[src/rtl/crypto_req_seq_check.sv]
module crypto_req_seq_check #(
  parameter int MAX_LEN   = 8,
  parameter int CTS_WIN   = 16,
  parameter int CTS_LIMIT = 4
) (
  input  logic       clk,
  input  logic       rst_n,
  input  logic       in_valid,
  input  logic       in_ready,
  input  logic       in_sob,
  input  logic       in_eob,
  input  logic       in_eop,
  input  logic       in_last,
  input  logic [1:0] in_mode,
  input  logic [1:0] in_kind,
  input  logic [1:0] in_proto,
  input  logic       en_aes,
  input  logic       en_sm4,
  input  logic       en_xts,
  output logic       err_valid,
  output logic [4:0] err_code
);
  localparam int LW = $clog2(MAX_LEN + 1);
  localparam int HW = CTS_WIN - 1;

  logic          key_ok, in_pkt, iv_seen, blk_open, locked;
  logic [LW-1:0] len_q;
  logic [HW-1:0] cts_hist;
  logic          hit;
  logic [4:0]    code;

  wire fire     = in_valid & in_ready;
  wire is_key   = in_kind == 2'd0;
  wire is_iv    = in_kind == 2'd1;
  wire is_data  = in_kind == 2'd2;
  wire is_rsv   = in_kind == 2'd3;
  wire is_cts   = in_mode == 2'd3;
  wire xts_cts  = in_mode[1];
  wire macsec   = in_proto == 2'd2;
  wire secproto = in_proto == 2'd1 || in_proto == 2'd2;

  wire [LW-1:0] len_now = in_pkt ? len_q + 1'b1 : LW'(1);
  wire          iv_now  = (in_pkt & iv_seen) | is_iv;
  wire          mode_off = (in_mode == 2'd0 && !en_aes) ||
                           (in_mode == 2'd1 && !en_sm4) ||
                           (in_mode == 2'd2 && !en_xts);
  wire [4:0]    mode_code = in_mode == 2'd1 ? 5'h12 :
                            in_mode == 2'd0 ? 5'h13 : 5'h14;
  wire          cts_full = $countones(cts_hist) >= CTS_LIMIT;

  always_comb begin
    hit  = 1'b1;
    code = 5'h00;
    if (is_rsv)                                           code = 5'h1F;
    else if (is_data && in_eob && !in_sob && !blk_open)   code = 5'h02;
    else if (is_data && !in_sob && !blk_open)             code = 5'h01;
    else if (mode_off)                                    code = mode_code;
    else if (is_data && !key_ok)                          code = 5'h17;
    else if (is_data && !iv_now)                          code = secproto ? 5'h19 : 5'h18;
    else if (is_data && in_sob && is_cts && cts_full)     code = 5'h09;
    else if (is_data && in_eop && xts_cts && !in_last)    code = 5'h1C;
    else if (len_now == LW'(MAX_LEN) && !in_eop)          code = macsec ? 5'h1B : 5'h1A;
    else                                                  hit  = 1'b0;
  end

  always_ff @(posedge clk or negedge rst_n) begin
    if (!rst_n) begin
      err_valid <= 1'b0;
      err_code  <= 5'h00;
      key_ok    <= 1'b0;
      in_pkt    <= 1'b0;
      iv_seen   <= 1'b0;
      blk_open  <= 1'b0;
      locked    <= 1'b0;
      len_q     <= '0;
      cts_hist  <= '0;
    end else begin
      err_valid <= 1'b0;
      err_code  <= 5'h00;
      if (fire) begin
        if (locked) begin
          if (in_eop) begin
            locked   <= 1'b0;
            in_pkt   <= 1'b0;
            iv_seen  <= 1'b0;
            blk_open <= 1'b0;
            len_q    <= '0;
          end
        end else begin
          err_valid <= hit;
          err_code  <= code;
          if (in_eop) begin
            in_pkt   <= 1'b0;
            iv_seen  <= 1'b0;
            blk_open <= 1'b0;
            len_q    <= '0;
          end else if (hit) begin
            locked   <= 1'b1;
            blk_open <= 1'b0;
          end else begin
            in_pkt   <= 1'b1;
            len_q    <= len_now;
            iv_seen  <= iv_now;
            if (is_data) blk_open <= (blk_open | in_sob) & ~in_eob;
          end
          if (!hit) begin
            if (is_key) key_ok <= 1'b1;
            if (is_data && in_sob) cts_hist <= {cts_hist[HW-2:0], is_cts};
          end
        end
      end
    end
  end
endmodule


[config.mk]
export PLATFORM = sky130hd
export DESIGN_NAME = crypto_req_seq_check
export DESIGN_NICKNAME = d
export VERILOG_FILES = /design/src/rtl/crypto_req_seq_check.sv
export SDC_FILE = /design/constraint.sdc
export NUM_CORES = 1
export LEC_CHECK = 0
export CAP_MARGIN = 5
export CORE_MARGIN = 5
export CORE_UTILIZATION = 67
export CTS_CLUSTER_DIAMETER = 200
export DETAILED_ROUTE_END_ITERATION = 8
export DONT_BUFFER_PORTS = 1
export GPL_TIMING_DRIVEN = 0
export PLACE_DENSITY = 0.91
export SYNTH_ARGS = -nofsm -noshare
export SYNTH_HDL_FRONTEND = slang
export SYNTH_SLANG_ARGS = --single-unit
[constraint.sdc]
create_clock -name clk -period 13.5 [get_ports clk]
set_clock_uncertainty 0.2 [all_clocks]
set_input_delay 1.35 -clock clk [delete_from_list [all_inputs] [get_ports clk]]
set_output_delay 1.35 -clock clk [all_outputs]
set_load 0.02 [all_outputs]
==> reports/metrics.yaml, run 1 <==
outcome:
  status: "completed"
synthesis:
  yosysSeqAreaShare_pct: 40.6
  synth_top_area_share_pct: 40.6
  synth_edf_count: 0
  synth_cell_type_count: 49
  synth_most_common_cell: "dfrtp_1"
  synth_nets: 218
  syn-cell-area_um2: 1850
  syn_inst: 188
  yosysTopAreaCell: "dfrtp_1"
  synthArstFlopShare_pct: 100
  synth.avg_cell_area_um2: 9.84
  synthFlopType: "dfrtp_1"
  synthTopCellsByCount: "dfrtp_1, inv_1, o21ai_0"
  synth.area.top_cells: "dfrtp_1, fa_1, inv_1"
  yosys_warnings: 0
  synth-seq-cells: 30
finish:
  area_growth_pct: 6.50
  num-fill-cells: 182
  stdcell_area_um2: 1970
  area.sequential_um2: 751
  multi_input_area_um2: 998
  fin_nets: 225
  drive_above_1_share_pct: 13.8
  n_antenna_cell: 0
placement:
  io_buffers: 0
  dp_hpwl_um: 2850
  gp_congestion: 0.875
  placed_area_um2: 1890
power_and_ir_drop:
  power-per-cell-area_nw_per_um2: 181
  power_leakage_nw: 0.895
  power_mw: 0.356
  ir_drop_uv: 184
critical_path:
  worstPathMaxFanout: 10
  reg2reg_slack_ps: 8740
  cp-endpoint: "cts_hist[14]"
  r2r_cells: 14
  path_class: "flop to flop"
  crit_required_ps: 13550
  r2r_end: "cts_hist[14]"
  critical_path.endpoint_type: "flop"
  r2r_start: "cts_hist[5]"
  arrival_ps: 4800
  setup.worst_path.start: "cts_hist[5]"
  crit_path_start_kind: "flop"
grt:
  grt_max_degree: 31
  antenna_found_initial: 0
  grt_pass1_wl_um: 6650
  grt_pass1_vias: 1470
  grt_overflow: 0
  track_usage_pct: 21.2
floorplan:
  die_x_um: 62.5
  coreArea_um2: 2710
  pin_count: 23
  die_area_um2: 3910
  dieHeight_um: 62.5
  start_util_pct: 68.2
  rows: 19
job:
  cap_violations: 0
clock_network:
  path_clk_slew_ps: 100
  numClockSinks: 30
  cts_max_path_buffers: 2
  cts_max_level: 2
  cts_setup_buffers: 0
  clockRootBuffer: "clkbuf_4"
  cts_tree: "yes"
  cts_buffers: 5
  postCtsResizedCells: 0
  clkLatencyLatePin_ps: 340
  hold_buffers: 0
detailed_routing:
  drtIter0Drc: 125
  viasPerCell: 6.28
  wl_per_cell_um: 16.6
  vias: 1419
  detail-route-antenna-nets: 0
  wirelength_um: 3740
  drc: 0
  firstDrtPassIters: 4
worst_hold_path:
  min_from: "cts_hist[1]"
  hp-class: "flop to flop"
sta:
  worst_slew_pin_slew_ps: 660
  period_minus_slack_ps: 4760
  relSlewSlack_pct: 55.6
  tns_ps: 0
  setup_violations: 0
  timing.fmax_mhz: 210
  rsz0062_at_grt: "no"
  finalHoldViolCount: 0
  finalCritPeriodShare_pct: 35.2
  finalMaxSlewViolations: 0
-- how the worst min path moves through the flow --
| stage | end | depth (start not counted) | slack, ps |
|---|---|---|---|
| 3_3_place_gp | cts_hist[1] | 2 | 280 |
| 2_1_floorplan | key_ok | 1 | 270 |
| 4_1_cts | cts_hist[2] | 1 | 300 |
| 5_1_grt | cts_hist[2] | 1 | 330 |
| 3_5_place_dp | cts_hist[1] | 2 | 300 |
| 6_report | cts_hist[2] | 1 | 290 |
-- routing by layer --
metal  GRT usage, %  wire length (um)  vias up
li1               -                 -      668
met1           26.7              1530      660
met2           33.7              1800       68
met3           5.04               274       23
met4           11.1               129        0
met5              0                 0        -
-- worst max-delay path, cell delays in order, from the launching register on --
cell	delay, ps
dfrtp_1	430
fa_1	540
inv_1	50
fa_1	470
fa_1	490
fa_1	500
inv_1	50
ha_1	270
a21o_1	190
a2111oi_4	390
o21bai_2	150
nor3_1	420
buf_2	320
nand3_1	110
o21ai_0	90
-- logic make-up (layout without fill, tap and decap cells) --
family	after synthesis	count (layout)	share of synthesized area, %
and+or+nand+nor	64	64	19.5
buffers and inverters	25	32	5.41
DFF	30	30	40.6
adders and majority gates	13	13	12.0
xor gates and xnor gates	2	2	0.947
AOI/OAI and AO/OA	45	45	16.2
muxes	9	9	5.28
-- report_power, final --
group	switching [mW]	internal, mW	leakage, nW
Clock	0.0310	0.0431	0.0443
Combinational	0.0893	0.0741	0.492
Sequential	0.0136	0.105	0.359
Total	0.134	0.222	0.895
-- area by class of cell --
class	count	area share [%]
clock buffer	6	2.60
clock inverter	1	1.52
sequential	30	38.1
tap	31	1.97
multi-input combinational	133	50.7
inverter	20	3.81
buffer	5	1.27
-- per-stage QoR --
step / cells / util, % / worst slack [ps] / hold WS [ps]
2_1_floorplan: 188 / - / 9010 / 266
3_3_place_gp: 219 / 69.7 / 8840 / 284
3_5_place_dp: 219 / 69.7 / 8780 / 297
4_1_cts: 226 / 72.7 / 8730 / 300
5_1_grt: 226 / 72.7 / 8500 / 328
6_report: 226 / 72.7 / 8740 / 291
-- sequential cells by signal, summed over array words and instances, names as in the netlist --
register	count
cts_hist	15
err_code	5
len_q	4
blk_open	1
err_valid	1
in_pkt	1
iv_seen	1
key_ok	1
locked	1
-- cells in the final DEF (no fill, tap or decap), drive strengths merged, types with 3 or more instances in the layout --
cell,instances
mux2,6
nor3,7
nor2b,5
a21oi,9
ha,5
nand3,13
dfrtp,30
fa,8
inv,20
mux2i,3
nor2,13
nand2,9
clkbuf,9
o21ai,18
(Power assumes the default switching activity.)
==> run 2: changes to the inputs <==
ABC_AREA = 1   (was unset)
CORE_UTILIZATION = 63   (was 67)
PLACE_DENSITY = 0.87   (was 0.91)
clock period = 4.5 ns   (was 13.5 ns; I/O delays follow)
==> reports/metrics.yaml, run 2 <==
power_and_ir_drop:
  power-per-cell-area_nw_per_um2: 287  # was 181 nW/um2
  power.switching_mw: 0.159  # was 0.134 mW
  p_comb_share_pct: 15.0  # was 45.9%
  swShare_pct: 27.3  # was 37.6%
  ir_drop_uv: 239  # was 184 uV
  p_int_mw: 0.423  # was 0.222 mW
  power_leakage_nw: 1.03  # was 0.895 nW
  p_clk_share_pct: 34.0  # was 20.8%
  power_frac_seq_pct: 51.1  # was 33.3%
finish:
  largest_reg_flops: 15  # unchanged
  num-fill-cells: 210  # was 182
  top_regs: "cts_hist x15, err_code x5, len_q x4"  # unchanged
  regMostFlops: "cts_hist"  # unchanged
  fin_nets: 269  # was 225
  n_antenna_cell: 0  # unchanged
  layout_commonest_cell: "inv_1"  # was dfrtp_1
  fin_cells: 271  # was 226
  area_growth_pct: 7.85  # was 6.50%
  drive_above_1_share_pct: 13.3  # was 13.8%
  final_cell_mix: "inv_1, nand2_1, dfrtp_1"  # was dfrtp_1, inv_1, o21ai_0
critical_path:
  worstPathMaxFanout: 10  # unchanged
  path_class: "flop to flop"  # unchanged
  r2r_cells: 16  # was 14
  slowest_stage: "fa_1"  # unchanged
  setup.worst_path.start: "cts_hist[5]"  # unchanged
  crit_required_ps: 4520  # was 13550 ps
  cp_cell_sequence: "fa_1 -> inv_1 -> fa_1 -> fa_1 -> fa_1 -> inv_1 -> ha_1 -> a21oi_1 -> o21ai_0 -> nand2_2 -> nand3_2 -> nor2_4 -> nand3_2 -> buf_6 -> o21ai_1 -> inv_1"  # was fa_1 -> inv_1 -> fa_1 -> fa_1 -> fa_1 -> inv_1 -> ha_1 -> a21o_1 -> a2111oi_4 -> o21bai_2 -> nor3_1 -> buf_2 -> nand3_1 -> o21ai_0
  r2r_end: "cts_hist[8]"  # was cts_hist[14]
  critical_path.endpoint_type: "flop"  # unchanged
  crit_path_start_kind: "flop"  # unchanged
  reg2reg_slack_ps: 280  # was 8740 ps
  r2r_start: "cts_hist[5]"  # unchanged
  arrival_ps: 4240  # was 4800 ps
  crit_path_frequent_cell: "fa_1"  # unchanged
  max_stage_delay_ps: 550  # was 540 ps
grt:
  grt_max_degree: 31  # unchanged
  grt_overflow: 0  # unchanged
  grt_pass1_wl_um: 6440  # was 6650 um
  track_usage_pct: 20.1  # was 21.2%
  grt_pass1_vias: 1524  # was 1470
  antenna_found_initial: 0  # unchanged
synthesis:
  synth_edf_count: 0  # unchanged
  syn-cell-area_um2: 1880  # was 1850 um2
  synth_nets: 260  # was 218
  yosysSeqAreaShare_pct: 39.9  # was 40.6%
  synth.avg_cell_area_um2: 8.18  # was 9.84 um2
  syn_inst: 230  # was 188
  synth_most_common_cell: "inv_1"  # was dfrtp_1
  yosysTopAreaCell: "dfrtp_1"  # unchanged
  synth.area.top_cells: "dfrtp_1, inv_1, nand2_1"  # was dfrtp_1, fa_1, inv_1
  synthTopCellsByCount: "inv_1, nand2_1, dfrtp_1"  # was dfrtp_1, inv_1, o21ai_0
  synth_top_area_share_pct: 39.9  # was 40.6%
  synth_cell_type_count: 30  # was 49
  synth-seq-cells: 30  # unchanged
  synthFlopType: "dfrtp_1"  # unchanged
  yosys_warnings: 0  # unchanged
  synthArstFlopShare_pct: 100  # unchanged
floorplan:
  coreArea_um2: 2810  # was 2710 um2
  dieHeight_um: 64.6  # was 62.5 um
  die_area_um2: 4180  # was 3910 um2
  start_util_pct: 67.0  # was 68.2%
  pin_count: 23  # unchanged
  die_x_um: 64.6  # was 62.5 um
  rows: 19  # unchanged
worst_hold_path:
  min_to: "in_pkt"  # was cts_hist[2]
  min_from: "in_eop"  # was cts_hist[1]
  min_path_cells: 3  # was 1
  hp-class: "primary input to flop"  # was flop to flop
detailed_routing:
  wl_per_cell_um: 12.9  # was 16.6 um
  drc: 0  # unchanged
  firstDrtPassIters: 4  # unchanged
  viasPerCell: 5.45  # was 6.28
  detail-route-antenna-nets: 0  # unchanged
  vias: 1476  # was 1419
  wirelength_um: 3490  # was 3740 um
  drtIter0Drc: 85  # was 125
clock_network:
  clkLatencyLatePin_ps: 330  # was 340 ps
  clockRootBuffer: "clkbuf_4"  # unchanged
  numClockSinks: 30  # unchanged
  cts_setup_buffers: 0  # unchanged
  path_clk_slew_ps: 100  # about the same
  cts_buffers: 5  # unchanged
  cts_max_level: 2  # unchanged
  cts_max_path_buffers: 2  # unchanged
  cts_tree: "yes"  # unchanged
sta:
  period_minus_slack_ps: 4220  # was 4760 ps
  timing.fmax_mhz: 237  # was 210 MHz
  finalCritPeriodShare_pct: 93.9  # was 35.2%
  worst_slew_pin_slew_ps: 360  # was 660 ps
  relSlewSlack_pct: 76.0  # was 55.6%
  finalMaxSlewViolations: 0  # unchanged
  rsz0062_at_grt: "no"  # unchanged
  tns_ps: 0  # unchanged
  finalHoldViolCount: 0  # unchanged
  setup_violations: 0  # unchanged
placement:
  io_buffers: 0  # unchanged
  dp_hpwl_um: 2690  # was 2850 um
  gp_congestion: 0.874  # was 0.875
  placed_cells: 261  # was 219
job:
  cap_violations: 0  # unchanged
outcome:
  status: "completed"  # unchanged
==> run 2: worst max path at each step <==
| stage | cells after the start | end | slack [ps] |
|---|---|---|---|
| floorplan | 16 | cts_hist[8] | 550 |
| global placement | 16 | cts_hist[3] | 320 |
| detailed placement | 16 | cts_hist[8] | 290 |
| CTS | 16 | cts_hist[2] | 260 |
| global route | 16 | cts_hist[3] | 20 |
| finish | 16 | cts_hist[8] | 280 |
==> run 2: cell families after synthesis <==
| kind of cell | after synthesis | synth area share, % |
|---|---|---|
| simple gates | 96 | 25.5 |
| buf+inv | 58 | 12.9 |
| compound gates | 33 | 9.85 |
| flops | 30 | 39.9 |
| fa+ha+maj | 13 | 11.8 |
==> run 2: worst max-delay path, delay by kind of cell (launching register included) <==
| kind | cells | cell delay, ps |
|---|---|---|
| AND/OR/NAND/NOR | 4 | 550 |
| buffers and inverters | 4 | 330 |
| AO/OA/AOI/OAI | 3 | 360 |
| flip-flops | 1 | 430 |
| adder cells (fa/ha/maj) | 5 | 2250 |
==> run 2: layout make-up <==
cell class	count	area (um2)	area share (%)
multi-input cells	142	887	43.7
flip-flops and latches	30	751	37.0
inverters	55	209	10.3
clock buffers	8	78.8	3.89
well taps	31	38.8	1.91
plain buffers	3	33.8	1.67
repair buffers	2	30.0	1.48
==> run 2: power by group through the flow <==
stage / clock network [mW] / registers (mW) / logic, mW
after detailed placement: 0 / 0.302 / 0.0789
after CTS: 0.202 / 0.297 / 0.0876
after floorplan: 0 / 0.299 / 0.0655
final: 0.197 / 0.297 / 0.0870
after global routing: 0.226 / 0.299 / 0.100
after global placement: 0 / 0.302 / 0.0764
==> run 2: metal layers <==
layer / GRT usage [%] / vias up / wire length, um
met5: 0 / - / 0
met4: 9.23 / 0 / 98
met3: 6.04 / 11 / 147
met2: 35.6 / 35 / 1790
met1: 22.3 / 697 / 1460
li1: - / 733 / -
==> run 2: timing repair <==
action,in CTS,in global routing
resized for setup,0,0
hold buffers,2,0
hold endpoints to repair,30,0
==> run 2: through the flow <==
stage / hold slack, ps / cell area [um2] / setup slack (ps) / utilization [%] / total power, mW
6_report: 89.1 / 2030 / 277 / 72.3 / 0.581
3_5_place_dp: -45.1 / 1920 / 286 / 68.4 / 0.381
4_1_cts: 78.5 / 2030 / 257 / 72.3 / 0.587
3_3_place_gp: -45.1 / 1920 / 317 / 68.4 / 0.378
2_1_floorplan: -45.6 / 1880 / 552 / - / 0.365
5_1_grt: 82.0 / 2030 / 23.2 / 72.3 / 0.625
